**src/rtl/ee_pkg.sv**
```systemverilog
package ee_pkg;
  localparam logic [3:0] DEV_TYPE = 4'b1010;

  typedef enum logic [2:0] {
    S_IDLE,
    S_DEV,
    S_WADDR,
    S_WDATA,
    S_RDATA
  } ee_state_t;
endpackage

```
**src/rtl/ee_sync_line.sv**
```systemverilog
module ee_sync_line #(
  parameter int STAGES = 2
) (
  input  logic clk,
  input  logic rst_n,
  input  logic d,
  output logic cur,
  output logic prv
);
  logic [STAGES:0] sr;

  always_ff @(posedge clk or negedge rst_n) begin
    if (!rst_n) sr <= '1;           // idle bus reads high
    else        sr <= {sr[STAGES-1:0], d};
  end

  assign cur = sr[STAGES-1];
  assign prv = sr[STAGES];
endmodule

```
**src/rtl/ee_bus_monitor.sv**
```systemverilog
module ee_bus_monitor #(
  parameter int SYNC_STAGES = 2
) (
  input  logic clk,
  input  logic rst_n,
  input  logic scl_i,
  input  logic sda_i,
  output logic scl_rise,
  output logic scl_fall,
  output logic start_evt,
  output logic stop_evt,
  output logic sda_s
);
  localparam int NLINES = 2;   // index 1 = clock line, 0 = data line

  logic [NLINES-1:0] raw, cur, prv;
  assign raw = {scl_i, sda_i};

  for (genvar g = 0; g < NLINES; g++) begin : g_line
    ee_sync_line #(.STAGES(SYNC_STAGES)) u_sync (
      .clk (clk),
      .rst_n(rst_n),
      .d   (raw[g]),
      .cur (cur[g]),
      .prv (prv[g])
    );
  end

  logic scl_hi_both;
  assign scl_hi_both = cur[1] & prv[1];
  assign scl_rise  =  cur[1] & ~prv[1];
  assign scl_fall  = ~cur[1] &  prv[1];
  assign start_evt = scl_hi_both &  prv[0] & ~cur[0];
  assign stop_evt  = scl_hi_both & ~prv[0] &  cur[0];
  assign sda_s     = cur[0];
endmodule

```
**src/rtl/ee_mem_array.sv**
```systemverilog
module ee_mem_array #(
  parameter int AW = 9,
  parameter int DW = 8
) (
  input  logic          clk,
  input  logic          we,
  input  logic [AW-1:0] addr,
  input  logic [DW-1:0] wdata,
  output logic [DW-1:0] rdata
);
  localparam int DEPTH = 1 << AW;

  logic [DW-1:0] mem [DEPTH];

  always_ff @(posedge clk) begin
    if (we) mem[addr] <= wdata;
  end

  assign rdata = mem[addr];
endmodule

```
**src/rtl/ee_proto_fsm.sv**
```systemverilog
module ee_proto_fsm
  import ee_pkg::*;
#(
  parameter int AW = 9,
  parameter int DW = 8
) (
  input  logic          clk,
  input  logic          rst_n,
  input  logic          scl_rise,
  input  logic          scl_fall,
  input  logic          start_evt,
  input  logic          stop_evt,
  input  logic          sda_in,
  input  logic [1:0]    strap,
  input  logic          wr_busy,
  output logic          sda_oe,
  output logic          wr_req,
  output logic          mem_we,
  output logic [AW-1:0] mem_addr,
  output logic [DW-1:0] mem_wdata,
  input  logic [DW-1:0] mem_rdata,
  output ee_state_t     state_o
);
  localparam int CW = $clog2(DW + 2);
  localparam logic [CW-1:0] LAST_BIT = CW'(DW);      // count after the 8th rise
  localparam logic [CW-1:0] ACK_SLOT = CW'(DW + 1);  // count after the 9th rise
  localparam logic [CW-1:0] CNT_ONE  = CW'(1);
  localparam logic [AW-1:0] ADDR_ONE = AW'(1);

  ee_state_t     state;
  logic [CW-1:0] cnt;
  logic [DW-1:0] rx_sh, tx_sh;
  logic [AW-1:0] addr_q;
  logic          rw_q, mack_q, dirty_q;
  logic          dev_match;

  assign dev_match = (rx_sh[DW-1:DW-4] == DEV_TYPE) &&
                     (rx_sh[3:2] == strap) && !wr_busy;

  assign mem_addr  = addr_q;
  assign mem_wdata = rx_sh;
  assign mem_we    = (state == S_WDATA) && scl_fall && (cnt == LAST_BIT);
  assign state_o   = state;

  always_ff @(posedge clk or negedge rst_n) begin
    if (!rst_n) begin
      state   <= S_IDLE;
      cnt     <= '0;
      rx_sh   <= '0;
      tx_sh   <= '0;
      addr_q  <= '0;
      rw_q    <= 1'b0;
      mack_q  <= 1'b0;
      dirty_q <= 1'b0;
      sda_oe  <= 1'b0;
      wr_req  <= 1'b0;
    end else begin
      wr_req <= 1'b0;
      if (start_evt) begin
        state  <= S_DEV;
        cnt    <= '0;
        sda_oe <= 1'b0;
      end else if (stop_evt) begin
        state  <= S_IDLE;
        cnt    <= '0;
        sda_oe <= 1'b0;
        if (dirty_q) begin
          wr_req  <= 1'b1;
          dirty_q <= 1'b0;
        end
      end else if (state != S_IDLE) begin
        if (scl_rise) begin
          if (cnt < LAST_BIT) begin
            if (state != S_RDATA) rx_sh <= {rx_sh[DW-2:0], sda_in};
            cnt <= cnt + CNT_ONE;
          end else if (cnt == LAST_BIT) begin
            mack_q <= !sda_in;
            cnt    <= cnt + CNT_ONE;
          end
        end else if (scl_fall) begin
          if (cnt == LAST_BIT) begin
            // ninth clock begins: acknowledge or release
            case (state)
              S_DEV: begin
                if (dev_match) begin
                  sda_oe <= 1'b1;
                  rw_q   <= rx_sh[0];
                  if (!rx_sh[0]) addr_q[AW-1] <= rx_sh[1];
                end else begin
                  state  <= S_IDLE;
                  sda_oe <= 1'b0;
                end
              end
              S_WADDR: begin
                sda_oe         <= 1'b1;
                addr_q[DW-1:0] <= rx_sh;
              end
              S_WDATA: begin
                sda_oe  <= 1'b1;
                addr_q  <= addr_q + ADDR_ONE;
                dirty_q <= 1'b1;
              end
              default: sda_oe <= 1'b0;  // read byte: master owns the ack
            endcase
          end else if (cnt == ACK_SLOT) begin
            cnt <= '0;
            case (state)
              S_DEV: begin
                if (rw_q) begin
                  state  <= S_RDATA;
                  tx_sh  <= mem_rdata;
                  sda_oe <= !mem_rdata[DW-1];
                  addr_q <= addr_q + ADDR_ONE;
                end else begin
                  state  <= S_WADDR;
                  sda_oe <= 1'b0;
                end
              end
              S_WADDR: begin
                state  <= S_WDATA;
                sda_oe <= 1'b0;
              end
              S_RDATA: begin
                if (mack_q) begin
                  tx_sh  <= mem_rdata;
                  sda_oe <= !mem_rdata[DW-1];
                  addr_q <= addr_q + ADDR_ONE;
                end else begin
                  state  <= S_IDLE;
                  sda_oe <= 1'b0;
                end
              end
              default: sda_oe <= 1'b0;
            endcase
          end else if (state == S_RDATA && cnt != '0) begin
            tx_sh  <= {tx_sh[DW-2:0], 1'b0};
            sda_oe <= !tx_sh[DW-2];
          end
        end
      end
    end
  end
endmodule

```
**src/rtl/ee_i2c_slave.sv**
```systemverilog
module ee_i2c_slave
  import ee_pkg::*;
#(
  parameter int AW          = 9,   // AW must be DW + 1: bit 8 comes from the device byte
  parameter int DW          = 8,
  parameter int SYNC_STAGES = 2
) (
  input  logic clk,
  input  logic rst_n,
  input  logic scl_i,
  input  logic sda_i,
  output logic sda_oe,
  input  logic strap_a2,
  input  logic strap_a1,
  input  logic wr_busy,
  output logic wr_req
);
  logic scl_rise, scl_fall, start_evt, stop_evt, sda_s;
  logic          mem_we;
  logic [AW-1:0] mem_addr;
  logic [DW-1:0] mem_wdata, mem_rdata;
  ee_state_t     state;
  logic          fsm_idle;

  ee_bus_monitor #(.SYNC_STAGES(SYNC_STAGES)) u_mon (
    .clk      (clk),
    .rst_n    (rst_n),
    .scl_i    (scl_i),
    .sda_i    (sda_i),
    .scl_rise (scl_rise),
    .scl_fall (scl_fall),
    .start_evt(start_evt),
    .stop_evt (stop_evt),
    .sda_s    (sda_s)
  );

  ee_proto_fsm #(.AW(AW), .DW(DW)) u_fsm (
    .clk      (clk),
    .rst_n    (rst_n),
    .scl_rise (scl_rise),
    .scl_fall (scl_fall),
    .start_evt(start_evt),
    .stop_evt (stop_evt),
    .sda_in   (sda_s),
    .strap    ({strap_a2, strap_a1}),
    .wr_busy  (wr_busy),
    .sda_oe   (sda_oe),
    .wr_req   (wr_req),
    .mem_we   (mem_we),
    .mem_addr (mem_addr),
    .mem_wdata(mem_wdata),
    .mem_rdata(mem_rdata),
    .state_o  (state)
  );

  ee_mem_array #(.AW(AW), .DW(DW)) u_mem (
    .clk  (clk),
    .we   (mem_we),
    .addr (mem_addr),
    .wdata(mem_wdata),
    .rdata(mem_rdata)
  );

  assign fsm_idle = (state == S_IDLE);
endmodule

```
**config.mk**
```make
export PLATFORM = sky130hd
export DESIGN_NAME = ee_i2c_slave
export DESIGN_NICKNAME = d
export VERILOG_FILES = /design/src/rtl/ee_pkg.sv /design/src/rtl/ee_sync_line.sv /design/src/rtl/ee_bus_monitor.sv /design/src/rtl/ee_mem_array.sv /design/src/rtl/ee_proto_fsm.sv /design/src/rtl/ee_i2c_slave.sv
export SDC_FILE = /design/constraint.sdc
export NUM_CORES = 2
export LEC_CHECK = 0
export BUFFER_PORTS_ARGS = -buffer_cell sky130_fd_sc_hd__clkbuf_2
export CORE_MARGIN = 2
export CORE_UTILIZATION = 47
export CTS_CLUSTER_SIZE = 40
export DETAILED_ROUTE_END_ITERATION = 8
export PLACE_DENSITY = 0.72
export SKIP_LAST_GASP = 1
export SLEW_MARGIN = 20
export SYNTH_ARGS = -nofsm -noshare
export SYNTH_HDL_FRONTEND = slang
export SYNTH_SLANG_ARGS = --single-unit
```
**constraint.sdc**
```tcl
create_clock -name clk -period 10.6 [get_ports clk]
set_input_delay 2.12 -clock clk [delete_from_list [all_inputs] [get_ports clk]]
set_output_delay 2.12 -clock clk [all_outputs]
set_load 0.02 [all_outputs]
```
# Yosys cells after proc, flatten, opt, wreduce, memory -nomap -nowiden
# Memory sizes are Yosys's and may differ from the RTL's.
# Index checks and enable logic that the tools add are counted.
dict set report totals {
  regBits 42
  ram_bits 4096
  in_bits 7
  n_memories 1
}
# name depth width rd rd_ports_with_merged_regs wr line
set memory_table {}
lappend memory_table {u_mem.mem 512 8 1 0 1 ee_mem_array.sv:13} ;# logic [DW-1:0] mem [DEPTH];
dict set report op_classes {
  n_addsub 2
  order_cmp 1
  n_eq_ne 26
  n_mux 59
  bitwise 16
  n_reduce_logical 35
}
# operator count
set ops {}
lappend ops {{4-bit 2-to-1 mux} 9}
lappend ops {{9-bit 2-to-1 mux} 4}
lappend ops {{3-bit 2-to-1 mux} 11}
lappend ops {{7-bit 2-to-1 mux} 4}
lappend ops {{1-bit 2-to-1 mux} 24}
lappend ops {{10-bit AND reduction} 2}
lappend ops {{9-bit one-hot mux with 2 select lines} 1}
lappend ops {{6-bit AND reduction} 3}
lappend ops {{8-bit one-hot mux with 2 select lines} 1}
lappend ops {{8-bit AND reduction} 2}
lappend ops {{4-bit nonzero test} 4}
lappend ops {{3-bit by 2-bit inequality test with 1-bit output (second input constant)} 5}
lappend ops {{7-bit one-hot mux with 2 select lines} 1}
lappend ops {{4-bit equality test (second input constant)} 3}
lappend ops {{4-bit inequality test (second input constant)} 3}
lappend ops {{12-bit AND reduction} 1}
lappend ops {{2-bit nonzero test} 6}
lappend ops {{3-bit nonzero test} 4}
lappend ops {{9-bit by 1-bit adder with 9-bit output (second input constant)} 1}
lappend ops {{3-bit by 1-bit inequality test with 1-bit output (second input constant)} 3}
lappend ops {{3-bit inequality test (second input constant)} 3}
lappend ops {{1-bit inverter} 9}
lappend ops {{3-bit one-hot mux with 3 select lines} 1}
lappend ops {{1-bit AND} 7}
lappend ops {{17 further kinds} 27}

# Depth between registers and ports, before layout
dict set report depth {
  word_depth 11
  depth_mapped 15
  mapped_depth_nobuf 10
}

# Cells and area by module
# Synthesis repeated with hierarchy kept, for this count alone.
dict set report unflattened {
  hier_cells 7817
  area_unflattened_um2 160600.3
}
# module n_inst cells_each area_per_inst_um2 seq_area_each_um2
set by_module_without_submodules {}
lappend by_module_without_submodules {ee_mem_array 1 7567 158199.2 122998.0}
lappend by_module_without_submodules {ee_proto_fsm 1 240 2210.9 900.9}
lappend by_module_without_submodules {ee_sync_line 2 3 78.8 78.8}
lappend by_module_without_submodules {ee_bus_monitor 1 4 32.5 0.0}

# Worst setup path after synthesis
# Ideal clock, no wire load.
dict set report synth_path {
  path_kind {flip-flop to flip-flop}
  from {reg u_fsm.rx_sh[5], in the netlist u_fsm.mem_wdata[5]}
  to {reg u_fsm.state[1], in the netlist u_fsm.state_o[1]}
  arrival_ps 8242
  t_required_ps 10478
  slack_ps 2236
  stages_incl_launch_ff 9
  n_path_buf 0
  cell_sequence {dfrtp_1 > nor4b_1 > nand4_1 > a32o_1 > o311ai_0 > nand2_1 > a21boi_0 > o22ai_1 > a32o_1}
}
dict set report synth_via {
  elab_chain_cells 5
}
# element line
set synth_rtl {}
lappend synth_rtl {{start, declared} ee_proto_fsm.sv:32} ;# logic [DW-1:0] rx_sh, tx_sh;
lappend synth_rtl {{start signal, assigned} ee_proto_fsm.sv:74} ;# if (state != S_RDATA) rx_sh <= {rx_sh[DW-2:0], sda_in};
lappend synth_rtl {{4-bit equality test} ee_proto_fsm.sv:37} ;# assign dev_match = (rx_sh[DW-1:DW-4] == DEV_TYPE) &&
lappend synth_rtl {{1-bit logical AND} ee_proto_fsm.sv:37}
lappend synth_rtl {{1-bit logical AND} ee_proto_fsm.sv:38} ;# (rx_sh[3:2] == strap) && !wr_busy;
lappend synth_rtl {{4-bit inequality test (no line)} n/a}
lappend synth_rtl {{8-bit AND reduction (no line)} n/a}
lappend synth_rtl {{end signal, assigned} ee_proto_fsm.sv:47} ;# state <= S_IDLE;
lappend synth_rtl {{end signal, assigned} ee_proto_fsm.sv:60} ;# state <= S_DEV;
lappend synth_rtl {{end signal, assigned} ee_proto_fsm.sv:64} ;# state <= S_IDLE;
lappend synth_rtl {{end, declared} ee_proto_fsm.sv:30} ;# ee_state_t state;
# Every way passes these cells.
# A chain may end at the register's enable or synchronous reset.

# Final worst setup path
dict set report layout_path {
  from {reg u_fsm.addr_q[0], in the netlist u_fsm.mem_addr[0]}
  to {reg u_fsm.tx_sh[1]}
}
dict set report layout_via {
  elab_chain_cells 4
  word_cells_on_any_way 5
}
# element line
set layout_rtl {}
lappend layout_rtl {{start, declared} ee_proto_fsm.sv:33} ;# logic [AW-1:0] addr_q;
lappend layout_rtl {{start signal, assigned by index} ee_proto_fsm.sv:88} ;# if (!rx_sh[0]) addr_q[AW-1] <= rx_sh[1];
lappend layout_rtl {{start signal, assigned by index} ee_proto_fsm.sv:96} ;# addr_q[DW-1:0] <= rx_sh;
lappend layout_rtl {{start signal, assigned} ee_proto_fsm.sv:100} ;# addr_q <= addr_q + ADDR_ONE;
lappend layout_rtl {{memory read 512 x 8 bit (*)} n/a}
lappend layout_rtl {{7-bit 2-to-1 mux, on equally long branches} {ee_proto_fsm.sv:124, ee_proto_fsm.sv:109}}
lappend layout_rtl {{7-bit one-hot mux with 2 select lines (*)} ee_proto_fsm.sv:107} ;# case (state)
lappend layout_rtl {{7-bit 2-to-1 mux (*)} ee_proto_fsm.sv:105} ;# end else if (cnt == ACK_SLOT) begin
lappend layout_rtl {{end signal, assigned} ee_proto_fsm.sv:111} ;# tx_sh <= mem_rdata;
lappend layout_rtl {{end signal, assigned} ee_proto_fsm.sv:125} ;# tx_sh <= mem_rdata;
lappend layout_rtl {{end signal, assigned} ee_proto_fsm.sv:136} ;# tx_sh <= {tx_sh[DW-2:0], 1'b0};
lappend layout_rtl {{end, declared} ee_proto_fsm.sv:32}
# Mark *: on every way between the ends. The rest lies on a longest branch, timed or not. The select of a mux whose other input is x is not followed.

==> insert_results.sql <==
INSERT INTO impl_metrics (metric_group, metric, value, unit) VALUES
('run_status', 'status', 'finished, violations left', ''),
('run_status', 'violations', 'design-rule violations', ''),
('synthesis', 'multiplexer_area_fraction_after_synthesis', '15.8', '%'),
('timing', 'max_slew_margin', '11.4', '%'),
('detailed_routing', 'detail_route.drc_violations', '1', ''),
('worst_setup_path', 'critical_path_origin', 'u_fsm.mem_addr[0]', ''),
('timing', 'tightest_slew', '1.32', 'ns'),
('timing', 'finalClockSkew', '0.0666', 'ns'),
('synthesis', 'synthAdderAreaFrac', '0.0779', '%'),
('final_layout', 'regArea', '124000', 'sq um'),
('synthesis', 'synth_edf_count', '4096', ''),
('global_routing', 'pin_count_of_the_biggest_net_entering_global_routing', '208', ''),
('synthesis', 'synth_area_leaders', 'edfxtp_1 77%, mux4_2 14%, nor2_1 1.4%, mux2i_1 1.4%, a22oi_1 0.76%', ''),
('detailed_routing', 'route.antenna.remaining_nets', '0', ''),
('timing', 'timing.hold.ws', '0.359', 'ns'),
('clock_network', 'number_of_clock_sinks', '4138', ''),
('clock_network', 'cts_inserted_buffers', '403', ''),
('global_routing', 'grt_pass1_vias', '81117', ''),
('detailed_routing', 'dr.pass1.iters', '9', ''),
('detailed_routing', 'via_per_inst', '6.62', ''),
('clock_network', 'cts_max_path_buffers', '4', ''),
('timing', 'timing.final.crit_period', '5.77', 'ns'),
('floorplan', 'initial_utilization', '47.3', '%'),
('floorplan', 'ioPinCount', '9', ''),
('floorplan', 'core_region_area', '340000', 'sq um'),
('clock_network', 'tritoncts_clock_tree', 'yes', ''),
('detailed_routing', 'postRouteWirelength', '450000', 'um'),
('global_routing', 'grtUsageTotal', '25.6', '%'),
('power', 'peakVddDrop', '0.000234', 'V'),
('global_routing', 'antenna_found_initial', '29', ''),
('final_layout', 'layout.nets', '7697', ''),
('clock_network', 'clk_pin_slew', '0.06', 'ns'),
('clock_network', 'cts_hold_repair.buffers', '0', ''),
('synthesis', 'ys_ff_latch', '4138', ''),
('placed_design', 'portBuffers', '8', ''),
('global_routing', 'grt_use_met3', '8.56', '%'),
('timing', 'grt_setup_unrepaired', 'no', ''),
('global_routing', 'globalRoute.busiestLayer', 'met2', ''),
('floorplan', 'dieHeight', '588', 'um'),
('worst_setup_path', 'critPathArrivalTime', '6.62', 'ns'),
('synthesis', 'synthesis.area', '161000', 'sq um'),
('timing', 'timing.final.max_slew_violations', '0', ''),
('synthesis', 'synthesis.yosys.warnings', '0', ''),
('global_routing', 'globalRouteOverflowTotal', '0', ''),
('timing', 'layout_worst_path_cycle_share', '54.5', '%'),
('worst_setup_path', 'max_stage_delay', '0.70', 'ns'),
('synthesis', 'post_synth_xor_area_fraction', '0.0218', '%'),
('synthesis', 'synth_compound_gate_area_share', '2.61', '%'),
('placed_design', 'dp.final_hpwl', '271000', 'um'),
('detailed_routing', 'num_vias', '83206', ''),
('placed_design', 'globalplace.congestion', '0.974', ''),
('clock_network', 'postCtsSetupRepairBufs', '0', ''),
('synthesis', 'yosysSeqAreaShare', '77.3', '%'),
('worst_setup_path', 'critical_path.most_common_cell', 'buf_4', ''),
('floorplan', 'row_count', '214', ''),
('synthesis', 'synthSimpleGateAreaFrac', '2.72', '%'),
('worst_setup_path', 'start_kind', 'register', ''),
('final_layout', 'share_of_cells_above_drive_strength_1', '23.6', '%'),
('min_path', 'worstHoldPathCells', '0', ''),
('timing', 'setup_tns', '0', 'ns'),
('clock_network', 'cts-resized-gates', '0', ''),
('worst_setup_path', 'timing.critical_path.cells', 'buf_4 -> buf_4 -> buf_12 -> mux4_2 -> a22o_1 -> a221oi_1 -> o21ai_1 -> a211oi_1 -> nand4_1 -> a2111oi_0 -> a21oi_1', ''),
('synthesis', 'synth_most_common_cell', 'edfxtp_1', ''),
('power', 'power.density', '205', 'nW/um^2'),
('worst_setup_path', 'timing.critical_path.fanout_max', '81', ''),
('synthesis', 'synth_fp_nets', '7551', ''),
('worst_setup_path', 'timing_worst_setup_path_type', 'register to register', ''),
('detailed_routing', 'route.detailed.wl_per_inst', '35.8', 'um'),
('global_routing', 'grt.met2_usage', '38.5', '%'),
('timing', 'max_freq', '173', 'MHz'),
('clock_network', 'skew_pair_late_insertion_delay', '1.00', 'ns');
[per-layer routing]
metal  part of all wire (%)  vias up
met5                   0.10        -
li1                       -    31839
met3                     14     1172
met1                     35    43641
met2                     46     6540
met4                    5.6       14
[worst paths after layout]
path	to	slack, ns
worst max-delay path	u_fsm.tx_sh[1]	4.83
worst min-delay path	u_mon.g_line[0].u_sync.sr[1]	0.36
worst max register to register	u_fsm.tx_sh[1]	4.83
worst min register to register	u_mon.g_line[0].u_sync.sr[1]	0.36
max in group asynchronous	u_fsm.mem_addr[1]	8.74
min in group asynchronous	u_fsm.wr_req	1.25
[cell usage in the layout, fill, tap and decap left out, drive strengths merged, types with 10 or more instances in the layout]
cell type,count
nand3,70
a221oi,40
inv,38
a22oi,163
dfrtp,36
o21ai,62
o211ai,13
edfxtp,4096
bufinv,38
clkbuf,496
nand2,230
o22ai,50
a21oi,108
nand4,24
a32oi,19
nor4,11
o2111ai,13
and3,10
a211oi,10
diode,19
a31oi,22
clkinvlp,16
nor3,34
mux2i,223
ha,10
a22o,29
mux2,22
mux4,1018
clkinv,189
nor2,607
buf,188
[flip-flops by register name, summed over array words and instances, names as in the netlist, 3 cells and up]
signal / count
u_fsm.tx_sh: 7
u_mem.mem: 4096
u_fsm.cnt: 4
u_mon.g_line.u_sync.sr: 6
u_fsm.mem_addr: 9
u_fsm.mem_wdata: 8
u_fsm.state_o: 3
[through the flow]
stage               total power [mW]  std cells  instance area [sq um]  utilization [%]  setup slack, ns
floorplan                       22.4       7534                 161000                -             2.24
global placement                22.5      11806                 166000             48.8             4.95
detailed placement              22.7      11808                 166000             48.8             4.98
CTS                             36.6      12554                 179000             52.7             4.95
global route                    37.5      12559                 179000             52.7             4.65
finish                          36.7      12576                 179000             52.7             4.83
[cells by family after synthesis]
family / after synthesis
adder cells (fa/ha/maj): 10
multiplexers: 1263
AND/OR/NAND/NOR: 1043
buffers and inverters: 478
flip-flops: 4138
AO/OA/AOI/OAI: 598
XOR/XNOR: 4
[where the power goes]
group,switching [mW],internal (mW),total [mW]
clock,6.26,8.00,14.3
sequential,0.256,20.0,20.3
combinational,1.99,0.156,2.15
[area by class of cell]
class	instances	area share, %
sequential	4138	69.3
inverter	23	0.0538
antenna	19	0.0265
multi-input combinational	2918	19.2
clock buffer	488	5.82
tap	4536	3.17
timing repair buffer	196	0.970
clock inverter	258	1.48
[critical path, delay by kind of cell, from the launching register on]
kind            cells  cell delay [ns]
compound gates      6             2.17
buf+inv             3             1.95
simple gates        1             0.20
mux                 1             0.58
flops               1             0.50
No activity file was read; power rests on OpenSTA's default activity.
